==> src/rtl/snoop_pkg.sv <==
package snoop_pkg;

    localparam int SNP_AW = 16;
    localparam int SNP_DW = 16;

    localparam logic [SNP_AW-1:0] SNP_RESULT_ADDR = 16'hFFFE;
    localparam logic [SNP_AW-1:0] SNP_FINISH_ADDR = 16'hFFFF;

    typedef struct packed {
        logic [SNP_DW-1:0] result;
        logic              done;
        logic              pulse;
    } snoop_state_t;

endpackage

==> src/rtl/snoop_addr_match.sv <==
module snoop_addr_match
    import snoop_pkg::*;
#(
    parameter logic [SNP_AW-1:0] MATCH_ADDR = SNP_RESULT_ADDR
) (
    input  logic [SNP_AW-1:0] addr,
    input  logic              we,
    output logic              hit
);

    logic addr_eq;

    always_comb begin
        addr_eq = (addr == MATCH_ADDR);
        hit     = we & addr_eq;
    end

endmodule

==> src/rtl/snoop_state.sv <==
module snoop_state
    import snoop_pkg::*;
(
    input  logic              clk,
    input  logic              rst,
    input  logic              cap_hit,
    input  logic              fin_hit,
    input  logic [SNP_DW-1:0] wdata,
    output logic [SNP_DW-1:0] result,
    output logic              done,
    output logic              done_pulse
);

    snoop_state_t st_d;
    snoop_state_t st_q;

    always_comb begin
        st_d = st_q;
        if (cap_hit) begin
            st_d.result = wdata;
        end
        if (fin_hit) begin
            st_d.done = 1'b1;
        end
        st_d.pulse = fin_hit;
    end

    always_ff @(posedge clk) begin
        if (rst) begin
            st_q <= '0;
        end else begin
            st_q <= st_d;
        end
    end

    assign result     = st_q.result;
    assign done       = st_q.done;
    assign done_pulse = st_q.pulse;

    // a capture store is visible after the edge
    assert_capture_R2: assert property (@(posedge clk) disable iff (rst)
        cap_hit |=> (result == $past(wdata)));

    // without a capture store the result holds
    assert_result_hold_R5: assert property (@(posedge clk) disable iff (rst)
        !cap_hit |=> $stable(result));

    // the completion flag never drops outside reset
    assert_done_sticky_R3: assert property (@(posedge clk) disable iff (rst)
        done |=> done);

    // a finish store raises the flag
    assert_done_set_R3: assert property (@(posedge clk) disable iff (rst)
        fin_hit |=> done);

    // the pulse follows each finish store and nothing else
    assert_pulse_follow_R4: assert property (@(posedge clk) disable iff (rst)
        fin_hit |=> done_pulse);
    assert_pulse_quiet_R4: assert property (@(posedge clk) disable iff (rst)
        !fin_hit |=> !done_pulse);

    // the flag stays clear until a finish store arrives
    assert_done_hold_R7: assert property (@(posedge clk) disable iff (rst)
        (!done && !fin_hit) |=> !done);

    // reset clears everything whatever the bus carries
    assert_reset_clear_R8: assert property (@(posedge clk)
        rst |=> (result == '0 && !done && !done_pulse));

endmodule

==> src/rtl/mem_write_snooper.sv <==
module mem_write_snooper
    import snoop_pkg::*;
#(
    parameter logic [SNP_AW-1:0] RESULT_ADDR = SNP_RESULT_ADDR,
    parameter logic [SNP_AW-1:0] FINISH_ADDR = SNP_FINISH_ADDR
) (
    input  logic              clk,
    input  logic              rst,
    input  logic [SNP_AW-1:0] mem_addr,
    input  logic [SNP_DW-1:0] mem_wdata,
    input  logic              mem_we,
    output logic [SNP_DW-1:0] result,
    output logic              done,
    output logic              done_pulse
);

    localparam int N_WATCH = 2;
    localparam logic [SNP_AW-1:0] WATCH_ADDR [N_WATCH] = '{RESULT_ADDR, FINISH_ADDR};

    logic [N_WATCH-1:0] hit;

    for (genvar g = 0; g < N_WATCH; g++) begin : g_watch
        snoop_addr_match #(
            .MATCH_ADDR (WATCH_ADDR[g])
        ) u_match (
            .addr (mem_addr),
            .we   (mem_we),
            .hit  (hit[g])
        );
    end

    snoop_state u_state (
        .clk        (clk),
        .rst        (rst),
        .cap_hit    (hit[0]),
        .fin_hit    (hit[1]),
        .wdata      (mem_wdata),
        .result     (result),
        .done       (done),
        .done_pulse (done_pulse)
    );

    // with distinct reserved addresses at most one match fires
    always_comb begin
        if (RESULT_ADDR != FINISH_ADDR) begin
            assert_single_match_R5: assert ($onehot0(hit));
        end
    end

endmodule

==> config.mk <==
export PLATFORM = sky130hd
export DESIGN_NAME = mem_write_snooper
export DESIGN_NICKNAME = d
export VERILOG_FILES = /design/src/rtl/snoop_pkg.sv /design/src/rtl/snoop_addr_match.sv /design/src/rtl/snoop_state.sv /design/src/rtl/mem_write_snooper.sv
export SDC_FILE = /design/constraint.sdc
export NUM_CORES = 1
export LEC_CHECK = 0
export BUFFER_PORTS_ARGS = -buffer_cell sky130_fd_sc_hd__buf_2
export CAP_MARGIN = 20
export CORE_MARGIN = 2
export CORE_UTILIZATION = 38
export DETAILED_ROUTE_END_ITERATION = 8
export GPL_TIMING_DRIVEN = 0
export MAX_ROUTING_LAYER = met4
export PLACE_DENSITY = 0.77
export SYNTH_ARGS = -nofsm -noshare
export SYNTH_HDL_FRONTEND = slang
export SYNTH_HIERARCHICAL = 1
export SYNTH_SLANG_ARGS = --single-unit
==> constraint.sdc <==
create_clock -name clk -period 1.8 [get_ports clk]
set_input_delay 0.27 -clock clk [delete_from_list [all_inputs] [get_ports clk]]
set_output_delay 0.27 -clock clk [all_outputs]
set_load 0.01 [all_outputs]
== After elaboration in Yosys (flattened, before gate mapping) ==
Cells that the tools add are included.

* Equality and inequality tests: 2
* Bitwise operators: 2

{| class="wikitable"
|+ Operators by type and width
! kind !! number
|-
| 16-bit == test, second input constant || 2
|-
| 1-bit AND || 2
|}

* Register bits: 18
* Bits of input ports: 35
* Output and inout bits: 18
* Logic and storage cells: 7

== Longest topological paths before layout ==
Gate-level depths: netlist (run 1).

* Depth after elaboration: 2
* Gate-level depth with buffers: 7
* Depth with buffers taken out: 5

== Modules after synthesis ==
The synthesis (run 1) kept the hierarchy.

{| class="wikitable"
|+ Modules (own cells, without submodules)
! module !! times used !! cells each !! area each (um^2) !! sequential area each (um^2)
|-
| snoop_state || 1 || 57 || 635.6 || 360.3
|-
| snoop_addr_match (g_watch[0].u_match) || 1 || 6 || 45.0 || 0.0
|-
| snoop_addr_match (g_watch[1].u_match) || 1 || 6 || 43.8 || 0.0
|}

== Worst setup path after synthesis (run 1) ==
OpenSTA, ideal clock, no wires.

* Path kind: in2reg
* Start: input port mem_addr[0]
* End: register u_state.st_q (netlist bit u_state/result[10])
* Data arrival time: 1385 ps
* Required time: 1683 ps
* Setup slack: 298 ps
* Cell stages on the path: 7
* Buffers on the path: 2
* Cells stage by stage: and4b_1 nand3_1 nor4_2 buf_6 buf_12 mux2i_1 nor2_1

* Cells in the longest elaborated chain, start to end: 2

{| class="wikitable"
|+ Ends and longest elaborated chain
! what !! line !! source
|-
| start, declared || mem_write_snooper.sv:9 || <nowiki>input logic [SNP_AW-1:0] mem_addr,</nowiki>
|-
| 16-bit == test || snoop_addr_match.sv:14 || <nowiki>addr_eq = (addr == MATCH_ADDR);</nowiki>
|-
| 1-bit AND || snoop_addr_match.sv:15 || <nowiki>hit = we & addr_eq;</nowiki>
|-
| named net hit[0] || mem_write_snooper.sv:20 || <nowiki>logic [N_WATCH-1:0] hit;</nowiki>
|-
| end signal, assigned || snoop_state.sv:32 || <nowiki>st_q <= st_d;</nowiki>
|-
| end, declared || snoop_state.sv:15 || <nowiki>snoop_state_t st_q;</nowiki>
|}

The timed path passes the listed nets, and every way through them passes these cells.
A chain may end at the register's enable or synchronous reset.

== Worst setup path in the final report (run 1) ==
* Start: input port mem_addr[0]
* End: register u_state.st_q (netlist bit u_state/result[8])

The elaborated chain is that of the path after synthesis.

==> results.md, run 1 <==
- After the first detailed-routing iteration, the DRC count stood at 5.
- The area of the die is between 0.002 and 0.0025 mm2.
- The fraction of the core area covered by cells at the end of the flow is between 50% and 60%.
- The share of the synthesized area in the top cell type is between 40% and 50%.
- The post-layout total power is between 600 and 700 uW.
- The number of failing hold endpoints at the final stage came to 0.
- From bottom edge to top edge, the die measures approximately 48 um.
- Buffers added to address setup during post-CTS repair amount to 0.
- The minimum setup slack after placement is between 60 and 70 ps.
- The routed wire length is 1.63 mm.
- The via count of the routed design is between 600 and 700.
- Setup total negative slack on the finished layout was measured at 0 ps.
- The fraction of layout instances using a drive strength above 1 is about half.
- The critical path in this run is classified as input pin to flip-flop.
- After layout, the worst setup slack is between 400 and 500 ps.
- The count of unique library cells instantiated by Yosys is 12.
- The highest attainable clock frequency is between 700 and 800 MHz.
- The all-layer global routing usage is ~16%.
- The max-capacitance violation count is 0.
- The first detailed-routing pass ran for 2 iterations.
- Once the floorplan was initialized, standard cells occupied around two fifths of the core.
- The final-layout fill cell count is between 150 and 200.
- The net count of the finished layout is 160.
- Along the worst path, the maximum fanout reaches 10.
- The required time reported for the critical path endpoint is between 1500 and 2000 ps.
- The number of max-slew violations in the final report is 0.
- Synthesis produced 69 cells.
- The core region is between 0.0015 and 0.002 mm2.
- The ratio of final minimum period to clock period is 77.4%.
- The library cell with the largest summed area after synthesis is dfxtp_1.
- At the later pin of the worst-skew pair, clock insertion delay measures between 200 and 300 ps.
- In the final routed layout, each cell accounts on average for between 10 and 15 um.
- The sequential share of the synthesized area is between 40% and 50%.
- The TritonCTS clock tree is done.
- Buffers inserted during clock tree synthesis total 3.
- For the finished layout, the period the worst path requires is approximately 1400 ps.
- The die boundary width is 47.7 um.
- The number of hold-repair buffers added at the cts stage is 0.
- The largest buffer count on any clock path is 2.
- The layout overhead on the synthesized area is 44.6%.
- The worst-case IR drop observed on VDD is 0.282 mV.
- Setup repair after global routing left no endpoint under its margin.
- The post-synth net total is approximately 100.
- Once detail routing completed, the nets flagged for antenna violations numbered 0.
- The number of clock sinks seen by CTS is 18.
- The multi-input combinational cells in the finished layout cover a total of approximately 320 um2.
- The number of global-route vias before repair is between 600 and 700.
- The worst clock skew on the final layout is 0 ps.
- The static leakage is around 0.00048 uW.
- The cell area after synthesis is between 700 and 800 um2.
- STA classifies the critical path startpoint as an input pin.
- The placed wire-length estimate after detailed placement is roughly 1.4 mm.
- The Yosys step of the flow raised 6 warnings.
- By area the synthesized netlist is led by dfxtp_1, mux2i_1, nor2_1.
- Gates resized during post-CTS repair numbered 0.
- In the routed design, unresolved DRC markers number 0.
- Leaving out fill and tap cells, the most frequent cell in the layout is buf_2.
- The sequential cell area is ~360 um2.
- The number of H-tree levels is 1.
- After global routing the overflow that remains totals 0.
- The min-delay analysis places its worst path in the category input pin to flip-flop.
- The number of failing setup endpoints in the final timing report is 0.
- The worst setup path is captured at a flip-flop.
- The number of rows in the core area is 15.
- Averaged over all synthesized cells, the footprint is 10.5 um2.
- In the layout the commonest cells are buf_2, nor2_1, dfxtp_1, mux2i_1.
- The number of register bits inferred by synthesis is 18.
- Dividing total power by cell area gives a power density of approximately 660 mW/mm2.
- The worst slack on hold paths is approximately 210 ps.
- The arrival time of the worst setup path is approximately 1600 ps.
- The top-level port count is 53.
- The run finished with clean final reports.
- The first-pass GRT wire length is around 2.4 mm.
- The maximum number of pins on one net before global-route repair is 11.
- 0 antenna diodes ended up in the layout.
- The initial antenna violation count came to 0.
- The clock-pin slew on the worst setup and hold paths is 100 ps.
- Routability-driven placement finished with a final weighted congestion of ~0.65.
- CTS placed an instance of clkbuf_4 at the clock tree root.
- For the pin with the worst max-slew slack, the measured transition is ~240 ps.
- After detailed routing, the number of vias per cell comes to around 4.7.
- The count of buffers added on input and output ports is 51.
- The worst pin sits at a relative slew slack of between 80% and 90%.
==> cell families (layout without fill, tap and decap cells) <==
family,count (synthesis),after routing,share of synthesized area (%)
muxes,16,16,22.1
buffers and inverters,4,59,5.70
DFF,18,18,49.7
and+or+nand+nor,31,31,22.5
==> layout make-up <==
| cell class | instances | area share [%] |
|---|---|---|
| sequential | 18 | 34.4 |
| multi-input combinational | 47 | 30.8 |
| timing repair buffer | 51 | 24.4 |
| tap | 25 | 2.99 |
| clock buffer | 4 | 3.46 |
| buffer | 4 | 3.94 |
==> through the flow <==
stage / area, um2 / std cells
2_1_floorplan: 724 / 69
3_3_place_gp: 1010 / 145
3_5_place_dp: 1010 / 145
4_1_cts: 1050 / 149
5_1_grt: 1050 / 149
6_report: 1050 / 149
==> metal layers <==
metal / vias to the layer above / wire length, um / track usage [%]
met5: - / 0 / -
met4: 0 / 0 / 8.11
met3: 0 / 87 / 2.26
met2: 27 / 880 / 27.8
met1: 319 / 662 / 16.3
li1: 351 / - / -
==> worst max-delay path: stages <==
cell	delay, ps
buf_2	100
and4b_1	230
nand3_1	90
nor4_2	300
buf_6	190
buf_12	150
mux2i_1	200
nor2_1	50
==> sequential cells by signal, summed over array words and instances (netlist names) <==
signal              cells
u_state/done_pulse      1
u_state/result         16
u_state/done            1
==> power by group <==
part	switching, uW	internal (uW)	total, uW
Combinational	22.7	30.1	52.7
Clock	120	123	243
Sequential	0.00143	398	398
==> cell usage after synthesis <==
cell type,count
dfxtp_1,18
nor2_1,18
mux2i_1,16
nand3_1,4
nand4_1,4
buf_2,2
nor4_2,2
and4_1,1
and4b_1,1
buf_12,1
buf_6,1
nor2b_1,1
==> final timing paths <==
| kind | from | cells after the start | end | slack (ps) |
|---|---|---|---|---|
| worst max-delay path | mem_addr[0] | 8 | u_state/result[8] | 410 |
| worst min-delay path | mem_wdata[11] | 3 | u_state/result[11] | 210 |
| worst min register to register | u_state/done | 2 | u_state/done | 480 |
| worst max register to register | u_state/result[2] | 2 | u_state/result[2] | 1190 |
(Power assumes the default switching activity.)
==> inputs of run 2 (changes only) <==
==> constraint.sdc (replaced) <==
create_clock -name clk -period 1.45 [get_ports clk]
set_input_delay 0.2175 -clock clk [delete_from_list [all_inputs] [get_ports clk]]
set_output_delay 0.2175 -clock clk [all_outputs]
set_load 0.01 [all_outputs]
==> results.md, run 2 (synthesis gave the netlist of run 1 again) <==
- The antenna diode count is 0.
- The number of global-route vias before repair was between 600 and 700.
- CTS built an H-tree with a depth of 1.
- The library cell used most frequently in the layout, excluding fill and tap cells, is buf_2.
- In the routed design, unresolved DRC markers number 0.
- The later pin in the worst-skew pair is clocked with a latency of 290 ps.
- The initial detailed-routing violation count is 3.
- The count of cells along the worst hold path is 3.
- Across the VDD grid, the largest voltage drop is roughly 0.35 mV.
- The static leakage is a little under 0.0005 uW.
- Setup repair after global routing left no endpoint under its margin.
- The highest attainable clock frequency is approximately 760 MHz.
- The origin of the critical flop-to-flop path is u_state/result[2].
- Once layout is complete, the utilization of the core stands at between 60% and 70%.
- The die is 47.7 um wide.
- The length in cells of the worst reg-to-reg path is 2.
- Together, buffers and inverters on the worst path number 3.
- In this run the power density over the cells is about 810 mW/mm2.
- The residual overflow from global routing is 0.
- The all-layer global routing usage is roughly 16%.
- The clock-pin slew on the worst setup and hold paths is 100 ps.
- The worst setup path is of the input pin to flip-flop kind.
- The area of the die is around 0.0023 mm2.
- The ratio of final minimum period to clock period is around nine tenths.
- The initial antenna violation count was 0.
- Row generation in the floorplan step produced 15 rows.
- The cell chosen for the clock root is clkbuf_4.
- STA classifies the critical path startpoint as an input pin.
- After routing the design area is 0.00107 mm2.
- The TritonCTS clock tree is done.
- In the final routed layout, each cell accounts on average for 11.1 um.
- For the pin with the worst max-slew slack, the measured transition is 244 ps.
- The register with the most flip-flops in the layout has 16 of them.
- The total negative slack is 0 ps.
- The launch point of the worst hold path is mem_wdata[11].
- The first detailed-routing pass took 2 iterations.
- From bottom edge to top edge, the die measures 47.7 um.
- The number of CTS-inserted buffers is 3.
- The family with the most delay on the worst path is simple AND/OR/NAND/NOR gates.
- Relative to the synthesized area, the layout overhead comes to 47.3%.
- STA classifies the critical path endpoint as a flip-flop.
- In the layout the commonest cells are buf_2, nor2_1, dfxtp_1, mux2i_1.
- The largest individual stage delay along the critical path comes from the cell nor4_2.
- For this run, the slowest stage of the critical path takes roughly 300 ps.
- The clock arrives with 0 ps of skew.
- The maximum number of pins on one net before global-route repair is 11.
- In this run the standard cell core region covers about 0.0018 mm2.
- The number of failing setup endpoints in the final timing report is 0.
- The tool flagged a number of max-cap violations equal to 0.
- The kind of path behind the tightest hold check is input pin to flip-flop.
- STA puts the critical path data required time at between 1500 and 2000 ps.
- The flow ran to the end, and the final reports show no timing, DRC or antenna violations.
- The post-layout worst setup margin is about 140 ps.
- The fraction of layout instances using a drive strength above 1 is between 40% and 50%.
- The effective utilization at floorplan is 41.1%.
- The number of max-slew violations in the final report is 0.
- At the end of routability-driven placement, the weighted congestion stood at roughly 0.65.
- The start point of the critical path is mem_addr[0].
- In this run the tool buffered the top-level ports with 51 buffer cells.
- The net count of the finished layout is roughly 160.
- Of all nets on the critical path, the largest fanout is 10.
- The minimum setup slack after placement is -228 ps.
- The routed wire length is between 1.5 and 2 mm.
- The number of clock sinks seen by CTS is 18.
- The post-layout minimum cycle time is between 1000 and 1500 ps.
- The first-pass GRT wire length is roughly 2.4 mm.
- The number of stages on the worst setup path is 8.
- The arrival time of the worst setup path is 1510 ps.
- Total power for the finished layout comes to roughly 860 uW.
- Measured against its own limit, the worst slew margin works out to a little over four fifths.
- The detail route stage leaves a number of antenna-violating nets equal to 0.
- The post-placement cell area is slightly above 0.001 mm2.
- The average vias per placed instance is 4.69.
- Detailed placement finished with a half-perimeter wire length of approximately 1.4 mm.
- In this run the deepest clock path goes through 2 buffers.
- Pin placement for this block handled 53 I/O pins.
- The detailed router placed around 700 vias in this run.
- The number of failing hold endpoints at the final stage was 0.
- Walking the worst path, the cells encountered are buf_2 > and4b_1 > nand3_1 > nor4_2 > buf_6 > buf_12 > mux2i_1 > nor2_1.
-- run 2: per-layer routing --
layer | up-vias | share of wire, % | wire length [um] | global-route usage [%]
met4 | 0 | 0 | 0 | 8.11
met1 | 324 | 40 | 673 | 16.3
met2 | 27 | 54 | 904 | 27.8
li1 | 352 | - | - | -
met3 | 0 | 5.2 | 87 | 2.26
met5 | - | 0 | 0 | -
-- run 2: per-stage QoR --
step           std cells  hold slack [ps]
6_report             150              155
5_1_grt              150              141
4_1_cts              149              149
3_5_place_dp         145              462
3_3_place_gp         145              448
2_1_floorplan         69              365
-- run 2: worst paths after layout --
| check | to | slack (ps) |
|---|---|---|
| min | u_state/result[11] | 150 |
| min reg2reg | u_state/done | 480 |
| max reg2reg | u_state/result[2] | 840 |
| max | u_state/result[8] | 140 |
-- run 2: where the power goes --
group,switching [uW],internal (uW),leakage (uW)
combinational,28.2,37.3,0.000326
sequential,0.00181,494,0.000145
clock,151,153,0.0000210
-- run 2: what timing repair did --
item                                    in CTS  in global routing
resized for setup                            0                  0
endpoints found under the setup margin       0                  1
buffers inserted                             0                  1
hold buffers                                 0                  0
-- run 2: tightest hold or removal path: stages --
cell and delay, ps:
buf_2 80, mux2i_1 50, nor2_1 70
-- run 2: area by class of cell --
type | instances | area (um2)
fill | 180 | 697
sequential | 18 | 360
multi-input combinational | 47 | 323
timing repair buffer | 52 | 275
buffer | 4 | 41.3
clock buffer | 4 | 36.3
tap | 25 | 31.3
